$ cat config.mk
export PLATFORM = sky130hd
export DESIGN_NAME = evt_pair_uart
export DESIGN_NICKNAME = d
export VERILOG_FILES = /design/src/rtl/evt_tx_pkg.sv /design/src/rtl/evt_word_pack.sv /design/src/rtl/evt_fifo.sv /design/src/rtl/pair_uart_tx.sv /design/src/rtl/evt_pair_uart.sv
export SDC_FILE = /design/constraint.sdc
export NUM_CORES = 1
export LEC_CHECK = 0
export ABC_AREA = 1
export CORE_MARGIN = 2
export CORE_UTILIZATION = 54
export DETAILED_ROUTE_END_ITERATION = 12
export PLACE_DENSITY = 0.75
export SYNTH_ARGS = -nofsm -noshare
export SYNTH_HDL_FRONTEND = slang
export SYNTH_HIERARCHICAL = 1
export SYNTH_SLANG_ARGS = --single-unit
$ cat constraint.sdc
create_clock -name clk -period 2 [get_ports clk]
set_input_delay 0.4 -clock clk [delete_from_list [all_inputs] [get_ports clk]]
set_output_delay 0.4 -clock clk [all_outputs]
set_load 0.005 [all_outputs]
$ cat src/rtl/evt_tx_pkg.sv
// Shared widths and word/frame builders for the paired-byte event transmitter.
// Assumes: word layout as stated in the brief; the frame is always 20 bits.
package evt_tx_pkg;
    localparam int WORD_W  = 16;
    localparam int FRAME_W = 20;

    // Builds the status word for a captured character.
    function automatic logic [WORD_W-1:0] pack_char(
        input logic       fast,
        input logic       pck,
        input logic       pps1,
        input logic       err,
        input logic       smp,
        input logic       par,
        input logic [7:0] data
    );
        return {1'b0, 1'b1, fast, pck, pps1, err, smp, par, data};
    endfunction

    // Builds the status word for a reset-line level change.
    function automatic logic [WORD_W-1:0] pack_rst(input logic level);
        return {1'b1, level, 14'd0};
    endfunction

    // Lays a word out as two 8N1 bytes, the low byte first; bit 0 goes out first.
    function automatic logic [FRAME_W-1:0] frame_of(input logic [WORD_W-1:0] w);
        return {1'b1, w[15:8], 1'b0, 1'b1, w[7:0], 1'b0};
    endfunction
endpackage

$ cat src/rtl/evt_word_pack.sv
// Event packer: finds reset-line edges, builds status words and decides which
// word, if any, enters the queue this cycle.
// Assumes: sim_rst is already synchronous to clk; at most one push per cycle;
// fifo_count is the registered occupancy, before this cycle's removal.
module evt_word_pack
    import evt_tx_pkg::*;
#(
    parameter int DEPTH = 4,
    localparam int CNT_W = $clog2(DEPTH + 1)
) (
    input  logic              clk,
    input  logic              rst_n,
    input  logic              char_valid,
    input  logic [7:0]        char_data,
    input  logic              char_parity,
    input  logic              char_start_smp,
    input  logic              char_err,
    input  logic              char_fast,
    input  logic              char_pck_pos,
    input  logic              char_pps1_pos,
    input  logic              sim_rst,
    input  logic [CNT_W-1:0]  fifo_count,
    output logic              push,
    output logic [WORD_W-1:0] push_word
);
    localparam logic [CNT_W-1:0] FULL_LVL = CNT_W'(DEPTH);
    localparam logic [CNT_W-1:0] CHAR_LVL = CNT_W'(DEPTH - 2);

    logic rst_q;
    logic rst_edge;

    // Holds the last seen reset-line level; low after reset.
    always_ff @(posedge clk) begin
        if (!rst_n) rst_q <= 1'b0;
        else        rst_q <= sim_rst;
    end

    assign rst_edge = sim_rst ^ rst_q;

    // Picks the word to queue: a reset-line event first, a character only with two free entries.
    always_comb begin
        push      = 1'b0;
        push_word = '0;
        if (rst_edge) begin
            if (fifo_count < FULL_LVL) begin
                push      = 1'b1;
                push_word = pack_rst(sim_rst);
            end
        end else if (char_valid && fifo_count <= CHAR_LVL) begin
            push      = 1'b1;
            push_word = pack_char(char_fast, char_pck_pos, char_pps1_pos,
                                  char_err, char_start_smp, char_parity, char_data);
        end
    end


    char_reserve_chk: assert property (@(posedge clk) disable iff (!rst_n)
        (push && !push_word[15]) |-> (fifo_count <= CHAR_LVL));


    rst_word_chk: assert property (@(posedge clk) disable iff (!rst_n)
        (push && push_word[15]) |-> (push_word[13:0] == 14'd0 && push_word[14] != rst_q));
endmodule

$ cat src/rtl/evt_fifo.sv
// Small word queue with registered occupancy.
// Assumes: push is never raised when full unless pop is raised too; pop only when not empty.
module evt_fifo
    import evt_tx_pkg::*;
#(
    parameter int DEPTH = 4,
    localparam int CNT_W = $clog2(DEPTH + 1),
    localparam int PTR_W = (DEPTH > 1) ? $clog2(DEPTH) : 1
) (
    input  logic              clk,
    input  logic              rst_n,
    input  logic              push,
    input  logic [WORD_W-1:0] push_word,
    input  logic              pop,
    output logic [WORD_W-1:0] pop_word,
    output logic              empty,
    output logic [CNT_W-1:0]  count
);
    localparam logic [PTR_W-1:0] LAST = PTR_W'(DEPTH - 1);

    logic [WORD_W-1:0] mem [DEPTH];
    logic [PTR_W-1:0]  wr_ptr;
    logic [PTR_W-1:0]  rd_ptr;

    // Writes the incoming word into storage.
    always_ff @(posedge clk) begin
        if (push) mem[wr_ptr] <= push_word;
    end

    // Advances the pointers and the occupancy count.
    always_ff @(posedge clk) begin
        if (!rst_n) begin
            wr_ptr <= '0;
            rd_ptr <= '0;
            count  <= '0;
        end else begin
            if (push) wr_ptr <= (wr_ptr == LAST) ? '0 : wr_ptr + 1'b1;
            if (pop)  rd_ptr <= (rd_ptr == LAST) ? '0 : rd_ptr + 1'b1;
            case ({push, pop})
                2'b10:   count <= count + 1'b1;
                2'b01:   count <= count - 1'b1;
                default: count <= count;
            endcase
        end
    end

    assign pop_word = mem[rd_ptr];
    assign empty    = (count == '0);


    no_overflow_chk: assert property (@(posedge clk) disable iff (!rst_n)
        !(push && !pop && count == CNT_W'(DEPTH)));


    no_underflow_chk: assert property (@(posedge clk) disable iff (!rst_n)
        !(pop && empty));
endmodule

$ cat src/rtl/pair_uart_tx.sv
// Paired-byte serial shifter: loads one word and sends it as a single 20-bit
// frame, with each bit held for BAUD_DIV clocks.
// Assumes: BAUD_DIV >= 2; the word is stable at the pop request.
module pair_uart_tx
    import evt_tx_pkg::*;
#(
    parameter int BAUD_DIV = 104,
    localparam int BAUD_W = $clog2(BAUD_DIV + 1),
    localparam int BIT_W  = $clog2(FRAME_W + 1)
) (
    input  logic              clk,
    input  logic              rst_n,
    input  logic              avail,
    input  logic [WORD_W-1:0] word,
    output logic              pop,
    output logic              tx_out
);
    localparam logic [BAUD_W-1:0] BAUD_LAST = BAUD_W'(BAUD_DIV - 1);
    localparam logic [BIT_W-1:0]  BIT_LAST  = BIT_W'(FRAME_W - 1);

    logic               busy;
    logic [BAUD_W-1:0]  baud_cnt;
    logic [BIT_W-1:0]   bit_idx;
    logic [FRAME_W-1:0] shreg;

    assign pop    = !busy && avail;
    assign tx_out = shreg[0];

    // Loads a frame when idle, then shifts one bit out every BAUD_DIV clocks.
    always_ff @(posedge clk) begin
        if (!rst_n) begin
            busy     <= 1'b0;
            baud_cnt <= '0;
            bit_idx  <= '0;
            shreg    <= '1;
        end else if (pop) begin
            busy     <= 1'b1;
            baud_cnt <= '0;
            bit_idx  <= '0;
            shreg    <= frame_of(word);
        end else if (busy) begin
            if (baud_cnt == BAUD_LAST) begin
                baud_cnt <= '0;
                shreg    <= {1'b1, shreg[FRAME_W-1:1]};
                if (bit_idx == BIT_LAST) busy <= 1'b0;
                else                     bit_idx <= bit_idx + 1'b1;
            end else begin
                baud_cnt <= baud_cnt + 1'b1;
            end
        end
    end


    frame_start_chk: assert property (@(posedge clk) disable iff (!rst_n)
        pop |=> !tx_out);


    idle_high_chk: assert property (@(posedge clk) disable iff (!rst_n)
        !busy |-> tx_out);


    bit_hold_chk: assert property (@(posedge clk) disable iff (!rst_n)
        (busy && !pop && baud_cnt != BAUD_LAST) |=> $stable(tx_out));
endmodule

$ cat src/rtl/evt_pair_uart.sv
// Top level: event packer, word queue and paired-byte serial shifter.
// Assumes: sim_rst is synchronized upstream; char_valid is a one-cycle pulse.
module evt_pair_uart
    import evt_tx_pkg::*;
#(
    parameter int BAUD_DIV = 104,
    parameter int DEPTH    = 4,
    localparam int CNT_W = $clog2(DEPTH + 1)
) (
    input  logic       clk,
    input  logic       rst_n,
    input  logic       char_valid,
    input  logic [7:0] char_data,
    input  logic       char_parity,
    input  logic       char_start_smp,
    input  logic       char_err,
    input  logic       char_fast,
    input  logic       char_pck_pos,
    input  logic       char_pps1_pos,
    input  logic       sim_rst,
    output logic       tx_out
);
    logic              push;
    logic [WORD_W-1:0] push_word;
    logic              pop;
    logic [WORD_W-1:0] pop_word;
    logic              empty;
    logic [CNT_W-1:0]  count;

    evt_word_pack #(.DEPTH(DEPTH)) u_pack (
        .clk            (clk),
        .rst_n          (rst_n),
        .char_valid     (char_valid),
        .char_data      (char_data),
        .char_parity    (char_parity),
        .char_start_smp (char_start_smp),
        .char_err       (char_err),
        .char_fast      (char_fast),
        .char_pck_pos   (char_pck_pos),
        .char_pps1_pos  (char_pps1_pos),
        .sim_rst        (sim_rst),
        .fifo_count     (count),
        .push           (push),
        .push_word      (push_word)
    );

    evt_fifo #(.DEPTH(DEPTH)) u_fifo (
        .clk       (clk),
        .rst_n     (rst_n),
        .push      (push),
        .push_word (push_word),
        .pop       (pop),
        .pop_word  (pop_word),
        .empty     (empty),
        .count     (count)
    );

    pair_uart_tx #(.BAUD_DIV(BAUD_DIV)) u_tx (
        .clk    (clk),
        .rst_n  (rst_n),
        .avail  (!empty),
        .word   (pop_word),
        .pop    (pop),
        .tx_out (tx_out)
    );
endmodule

==> results of run 1 <==
==> metrics by stage <==
stage / power, µW / hold slack [ns]
final: 6970 / 0.381
after global routing: 7450 / 0.408
after CTS: 6980 / 0.468
after detailed placement: 5610 / 0.443
after global placement: 5510 / 0.444
after floorplan: 4970 / 0.429
==> what timing repair did <==
| action | in CTS | in global routing |
|---|---|---|
| endpoints found under the setup margin | 1 | 2 |
| gates resized for setup | 2 | 9 |
| hold endpoints to repair | 0 | 0 |
==> flip-flops by register name, summed over array words and instances, names as in the netlist, named ones only <==
register,count
u_fifo/mem,64
u_tx/shreg,19
u_tx/baud_cnt,7
u_tx/bit_idx,5
u_fifo/count,3
u_fifo/rd_ptr,2
u_fifo/wr_ptr,2
u_pack/rst_q,1
u_tx/busy,1
==> synthesized netlist by cell type, types with 2 or more instances <==
cell	n	area, µm²
buf_6	9	101
o21ai_2	10	87.6
o22ai_2	7	87.6
a21oi_1	13	65.1
nand4_1	19	119
nor3b_1	2	15.0
inv_1	28	105
nand3b_1	15	113
dfxtp_1	42	841
nor2_1	64	240
buf_2	9	45.0
o22ai_1	9	56.3
buf_4	2	15.0
inv_2	10	37.5
edfxtp_1	64	1920
ha_1	8	100
nand2_2	4	25.0
nand2_1	105	394
o21ai_0	9	45.0
nor3_1	5	25.0
nand3_1	17	85.1
nor2_8	2	40.0
o21ai_1	18	90.1
==> power by group <==
group / switching (µW) / internal, µW / leakage (µW)
clock: 764 / 614 / 0.000109
sequential: 219 / 2890 / 0.000953
combinational: 1540 / 943 / 0.00106
total: 2530 / 4440 / 0.00213
==> worst min-delay path, cell delays in order <==
cell	delay, ns
dlymetal6s2s_1	0.12
buf_4	0.12
nand2_1	0.04
inv_1	0.04
==> per-layer routing <==
layer	GRT usage, %	share of wire (%)
met3	3.67	5.5
met4	7.26	1.6
met1	26.0	43
met5	0	0
met2	32.9	50
==> area by class of cell <==
type,count,area [µm²]
Fill cell,712,3280
Clock inverter,7,92.6
Sequential cell,106,2770
Tap cell,108,135
Clock buffer,9,124
Inverter,39,149
Timing Repair Buffer,37,388
Multi-Input combinational cell,313,1660
==> logic make-up (layout without fill, tap and decap cells) <==
family / Yosys count / after routing / synth area share [%]
buf+inv: 59 / 92 / 6.52
flops: 106 / 106 / 58.6
simple gates: 235 / 235 / 22.8
compound gates: 68 / 68 / 9.44
xor+xnor: 1 / 1 / 0.186
fa+ha+maj: 9 / 9 / 2.55
==> path summary, 6_finish.rpt <==
| kind | slack [ns] | cells after the start | to | from |
|---|---|---|---|---|
| worst max-delay path | 0.15 | 15 | u_fifo/count[2] | char_valid |
| worst min register to register | 0.46 | 2 | u_tx/shreg[0] | u_tx/shreg[0] |
| worst min-delay path | 0.38 | 4 | u_pack/rst_q | sim_rst |
| worst max register to register | 0.16 | 15 | u_fifo/count[2] | u_fifo/count[0] |
==> run metrics, run 1 <==
status complete, no violations; Worst setup SP type input pin; CTS Root Cell clkbuf_8; gr usage total about a fifth; post-route minimum period 1.85 ns; Primary FF master, synth edfxtp_1; clk_skew between 0.01 and 0.015 ns; layout cells sized above 1 15.3%; H-tree lvl count 3; syn_nets 505; port bufs 18; # Post-CTS Setup Buffers 0; setup_tns 0 ns; crit end category flip-flop; Buf/Inv on CP 5; CP required 2.27 ns; Post-DP HPWL between 6000 and 7000 µm; first-pass GRT wire length 14800 µm; die width approximately 97 µm; Worst path top cell family by delay buffers and inverters; FFs w/ async S/R, synth 0%; 1st-iter DRT viols around 260; Remaining DRCs 0; worst setup margin 0.150 ns; Placed Area 0.00508 mm²; Rel. slew slack 56.7%; TritonCTS clock tree yes; CP Max Fanout 2; Non-Filler Instances a little over 600; crit share post-route 92.5%; Area growth syn-to-layout 12.6%; register bit count reported by yosys ~110; initial antenna violation count 0; detailed-route wire length 8940 µm; critical path type input pin to flip-flop; setup violators final 0; worst-path cell chain clkdlybuf4s50_1 > nand2_1 > nor2_1 > nand2_1 > nand2_2 > inv_2 > ha_2 > inv_2 > fa_2 > inv_1 > nand2_1 > nand3_1 > nand2_1 > inv_1 > nor2_1; Yosys Warn Count 6; Die Height 97.5 µm; measured slew at the worst slew-check pin 0.649 ns; post-synthesis cell type count 30; most frequent cells in the layout nand2_1, nor2_1, edfxtp_1, dfxtp_1, inv_1; Layout Utilization between 60% and 70%; later-pin clock latency in the skew report 0.37 ns; Final Hold Vio Count 0; clock sink count 106; Seq/Total Area, Yosys 58.6%; 1st-pass router iterations 5; Slew Limit Fails 0; cells after synthesis 478; Core Area 0.00859 mm²; Avg Inst Size Synth 9.87 µm²; number of global-route vias before repair between 3000 and 4000; synthesized area 0.00472 mm²; CTS Hold Bufs 0; Congestion Overflow GR 0; number of synthesized flops with an enable pin between 60 and 70; Setup WS pre-CTS -0.400 ns; IO Pins 19; cell mode on critical path nand2_1; Via density around 5.4; CP max stage cell clkdlybuf4s50_1; clock transition at the registers of the reported paths 0.10 ns; WL per Instance around 14 µm; CP Data Arrival Time approximately 2.1 ns; n_diodes 0; Initial Util 54.9%; RSZ-0062 raised after global routing false; CP max stage delay 0.41 ns; CTS Buf Count 9; Routed Antenna Nets 0; Highest Clock Rate 540 MHz; Die Area between 0.009 and 0.01 mm²; largest net degree at the start of global routing 33; Power Density 1310 mW/mm²; FP Rows 34; GPL Wtd Cong 0.794; routed via count ~3300; Final Cell Area 0.00532 mm²; Cell Count Post-Placement 603; fin nets 533; Max clock buf depth 2; total of max-cap violations 0; Pleak 0.00213 µW; commonest non-fill, non-tap cell in the layout nand2_1; Hold Path Class input pin to flip-flop; Worst VDD drop 0.880 mV
Power figures use the tool's default switching activity.
==> inputs of run 2 (changes only) <==
- CTS_CLUSTER_SIZE: not set -> 16
- clock period: 2 -> 1.6 ns (I/O delays scaled with it)
==> run metrics, run 2 (same netlist as run 1, synthesis figures left out) <==
CP max stage delay 0.37 ns (-0.04 ns); Post-DP HPWL 6190 µm (+2.8%); Rel. slew slack 73.6% (+17 points); routed via count 3405 (+2.0%); Setup crit start u_fifo/count[2]; detailed-route wire length 9710 µm (+8.7%); Final Cell Area 0.00556 mm² (+4.6%); IO Pins 19 (unchanged); CTS Root Cell clkbuf_8; clock sink count 106 (unchanged); Die Area 0.00950 mm² (unchanged); Slew Limit Fails 0 (unchanged); Worst VDD drop 0.973 mV (+11%); CP max stage cell dfxtp_4; status complete, but fails checks; number of global-route vias before repair 3353 (+6.7%); first-pass GRT wire length 15700 µm (+5.9%); Power Density 1650 mW/mm² (+26%); register name with the most flops u_fifo/mem; Worst setup SP type flip-flop; setup_tns -0.325 ns (-0.325 ns); total of max-cap violations 0 (unchanged); Pleak 0.00224 µW (+5.1%); Max clock buf depth 2 (unchanged); Non-Filler Instances 636 (+2.7%); setup violators final 2 (+2); gr usage total 20.7% (+0.92 points); initial antenna violation count 0 (unchanged); Remaining DRCs 0 (unchanged); CP Data Arrival Time 2.09 ns (-0.03 ns); Initial Util 54.9% (unchanged); 1st-pass router iterations 4 (-1); WL per Instance 15.3 µm (+5.8%); later-pin clock latency in the skew report 0.36 ns (about the same); max reg flops 64 (unchanged); Placed Area 0.00513 mm² (+0.96%); worst setup margin -0.188 ns (-0.338 ns); measured slew at the worst slew-check pin 0.395 ns (-0.253 ns); GPL Wtd Cong 0.739 (-7.0%); Area growth syn-to-layout 17.8%; n_diodes 0 (unchanged); failing checks setup timing; 1st-iter DRT viols 169 (-34%); largest net degree at the start of global routing 33 (unchanged); Core Area 0.00859 mm² (unchanged); H-tree lvl count 3 (unchanged); CP Max Fanout 3 (+1); crit end category flip-flop; crit share post-route 112%; CTS Buf Count 9 (unchanged); die width 97.5 µm (unchanged); Routed Antenna Nets 0 (unchanged); Cell Count Post-Placement 606 (+0.50%); hold_sp sim_rst; Hold Path Class input pin to flip-flop; clock transition at the registers of the reported paths 0.10 ns (about the same); port bufs 18 (unchanged); worst-path cell chain buf_4 > nor3_4 > inv_2 > nand2_4 > inv_4 > ha_4 > inv_4 > fa_2 > inv_1 > nand2_1 > nand3_1 > nand2_1 > inv_1 > nor2_1; critical path type flip-flop to flip-flop; Final Hold Vio Count 0 (unchanged); top flop regs u_fifo/mem: 64 flops, u_tx/shreg: 19 flops, u_tx/baud_cnt: 7 flops; TritonCTS clock tree yes; commonest non-fill, non-tap cell in the layout nand2_1; clk_skew 0.00961 ns (-0.00389 ns); most frequent cells in the layout nand2_1, edfxtp_1, nor2_1, dfxtp_1, buf_4; fin nets 550 (+3.2%); layout cells sized above 1 20.8% (+5.6 points); FP Rows 34 (unchanged); post-route minimum period 1.79 ns; Congestion Overflow GR 0 (unchanged); Highest Clock Rate 559 MHz; RSZ-0062 raised after global routing true; Reg-to-Reg Start u_fifo/count[2]; CP required 1.90 ns (-0.37 ns); Die Height 97.5 µm (unchanged); Via density 5.35 (-0.72%)
## run 2: cell type report
class                      count  area, µm²
multi-input combinational    314       1730
sequential                   106       2780
clock inverter                 7       86.3
fill                         692       3030
clock buffer                   9        124
inverter                      39        164
timing repair buffer          53        542
tap                          108        135
## run 2: worst max-delay path: cells and delay by family (launching register included)
kind / cells / cell delay [ns]
buffers and inverters: 6 / 0.41
AND/OR/NAND/NOR: 6 / 0.58
flip-flops: 1 / 0.37
adder cells (fa/ha/maj): 2 / 0.37
## run 2: stage by stage
stage	utilization, %	power (µW)	hold slack [ns]	setup WS [ns]
floorplan	-	6310	0.413	-0.0627
global placement	59.7	7000	0.446	-0.536
detailed placement	59.7	7180	0.448	-0.640
CTS	62.6	8990	0.320	-0.122
global route	64.7	9770	0.357	-0.255
finish	64.7	9170	0.338	-0.188
## run 2: worst paths after layout
check / depth (start not counted) / slack, ns / to
max reg2reg: 14 / -0.19 / u_fifo/count[2]
min: 3 / 0.34 / u_pack/rst_q
min reg2reg: 2 / 0.47 / u_tx/shreg[0]
max: 14 / -0.19 / u_fifo/count[2]
## run 2: timing repair
action | 4_1_cts | 5_1_grt
buffers inserted | 5 | 7
resized for setup | 4 | 24
gates cloned | 0 | 3
pin swaps | 3 | 11
endpoints found under the hold margin | 0 | 0
hold buffers | 0 | 0
setup endpoints to repair | 2 | 95
## run 2: report_power, final
group | internal [µW] | leakage, µW | switching (µW)
clock | 757 | 0.000104 | 975
combinational | 1400 | 0.00118 | 2120
sequential | 3620 | 0.000954 | 299
total | 5780 | 0.00224 | 3390
## run 2: layer usage
metal / share of wire (%) / up-vias / GRT usage (%)
met5: 0 / - / 0
met4: 1.8 / 0 / 7.91
met3: 4.6 / 14 / 4.24
met2: 50 / 75 / 35.1
met1: 44 / 1600 / 26.2
li1: - / 1716 / -
==> inputs of run 3 (changes only) <==
- CORE_MARGIN: 2 -> not set
==> run metrics, run 3 (same netlist as run 1, synthesis figures left out) <==
number of global-route vias before repair 3170 (-5.5%); commonest non-fill, non-tap cell in the layout nand2_1; Die Area 0.00912 mm² (-4.1%); post-route minimum period 1.67 ns (-0.123 ns); Initial Util 56.6% (+1.7 points); Setup crit start u_fifo/count[2]; Via density 5.34 (-0.17%); storage element area 0.00277 mm² (-0.18%); Worst VDD drop 0.915 mV (-6.0%); reg2reg path depth 14 (unchanged); RSZ-0062 raised after global routing true; TritonCTS clock tree yes; Worst setup SP type flip-flop; CTS Buf Count 9 (unchanged); clock transition at the registers of the reported paths 0.10 ns (about the same); most frequent cells in the layout nand2_1, edfxtp_1, nor2_1, dfxtp_1, buf_4; Slew Limit Fails 0 (unchanged); Post-DP HPWL 6000 µm (-3.1%); clk_skew 0.00800 ns (-0.00161 ns); Placed Area 0.00515 mm² (+0.56%); port bufs 18 (unchanged); worst reg-to-reg setup slack -0.07 ns (+0.12 ns); WL per Instance 14.8 µm (-3.2%); gr usage total 21.9% (+1.2 points); CP Max Fanout 3 (unchanged); FP Rows 33 (-2.9%); WHS Path Cells 4 (+1); status complete, but fails checks; GPL Wtd Cong 0.761 (+3.1%); CP required 1.91 ns (about the same); Max clock buf depth 2 (unchanged); Pleak 0.00225 µW (+0.61%); IO Pins 19 (unchanged); clock sink count 106 (unchanged); Rel. slew slack 56.0% (-18 points); Congestion Overflow GR 0 (unchanged); first-pass GRT wire length 14900 µm (-4.8%); n_diodes 0 (unchanged); CTS Hold Bufs 0 (unchanged); worst setup margin -0.0653 ns (+0.123 ns); CTS Root Cell clkbuf_8; Power Density 1620 mW/mm² (-1.8%); register name with the most flops u_fifo/mem; Highest Clock Rate 600 MHz (+7.4%); total of max-cap violations 0 (unchanged); Die Height 95.5 µm (-2.1%); Reg-to-Reg Start u_fifo/count[2]; Core Area 0.00834 mm² (-2.9%); largest net degree at the start of global routing 33 (unchanged); initial antenna violation count 0 (unchanged); CP Data Arrival Time 1.97 ns (-0.12 ns); routed via count 3410 (+0.15%); Reg-to-Reg End u_fifo/count[2]; layout cells sized above 1 22.1% (+1.3 points); Routed Antenna Nets 0 (unchanged); Remaining DRCs 0 (unchanged); crit share post-route 104% (-7.7 points); hold_sp sim_rst; crit end category flip-flop; H-tree lvl count 3 (unchanged); max reg flops 64 (unchanged); measured slew at the worst slew-check pin 0.660 ns (+0.264 ns); Area growth syn-to-layout 18.4%; die width 95.5 µm (-2.1%); critical path type flip-flop to flip-flop; 1st-iter DRT viols 190 (+12%); Final Cell Area 0.00558 mm² (+0.45%); Hold EP u_pack/rst_q; fin nets 556 (+1.1%); top flop regs u_fifo/mem: 64 flops, u_tx/shreg: 19 flops, u_tx/baud_cnt: 7 flops; failing checks setup timing; setup_tns -0.124 ns (+0.201 ns); Hold Path Class input pin to flip-flop; Final Hold Vio Count 0 (unchanged); Fillers 647 (-6.5%); detailed-route wire length 9440 µm (-2.9%); later-pin clock latency in the skew report 0.36 ns (about the same); 1st-pass router iterations 4 (unchanged); area of the multi-input gates 0.00175 mm² (+1.1%); setup violators final 2 (unchanged)
run 3: layout make-up:
class	instances	area share (%)
Clock buffer	9	2.22
Clock inverter	6	1.12
Inverter	39	2.85
Multi-Input combinational cell	315	31.4
Sequential cell	106	49.6
Tap cell	105	2.35
Timing Repair Buffer	58	10.5
run 3: what timing repair did:
item                       CTS  global route
gates resized for setup      8            16
pin swaps                    8            12
buffers inserted             8             9
setup endpoints to repair    2            28
cloned                       0             2
run 3: power by group:
group	switching (µW)	total [µW]	internal, µW
clock network	949	1550	599
logic	2130	3610	1470
registers	281	3890	3610
total	3360	9050	5680
run 3: worst max-delay path, cell delays in order (launching register included):
cell and delay, ns:
dfxtp_4 0.39, clkinv_4 0.06, nand2_2 0.05, nor2_2 0.03
nand2_2 0.08, nand2_4 0.07, inv_4 0.06, ha_4 0.14
inv_4 0.03, fa_2 0.35, inv_2 0.06, nand2_2 0.05
nand4_1 0.07, nand2_1 0.06, nor2_1 0.09
run 3: per-stage QoR:
step                util (%)  std cells  power [µW]  setup slack (ns)  hold slack, ns
global route            67.0        638        9630            -0.185           0.417
floorplan                  -        478        6310           -0.0627           0.413
CTS                     65.0        627        8880           -0.0804           0.388
detailed placement      61.8        604        7170            -0.610           0.450
finish                  67.0        638        9050           -0.0653           0.399
global placement        61.8        604        7030            -0.543           0.444
run 3: how the worst max path moves through the flow:
stage	end	slack, ns	depth (start not counted)
6_report	u_fifo/count[2]	-0.07	14
5_1_grt	u_fifo/count[2]	-0.18	14
4_1_cts	u_fifo/count[2]	-0.08	14
3_5_place_dp	u_fifo/count[2]	-0.61	16
3_3_place_gp	u_fifo/count[2]	-0.54	16
2_1_floorplan	u_fifo/count[2]	-0.06	14
run 3: layer usage:
metal / global-route usage, % / part of all wire [%] / up-vias
li1: - / - / 1728
met1: 27.4 / 44 / 1608
met2: 38.0 / 51 / 68
met3: 5.34 / 4.1 / 6
met4: 5.22 / 0.63 / 0
met5: 0 / 0 / -
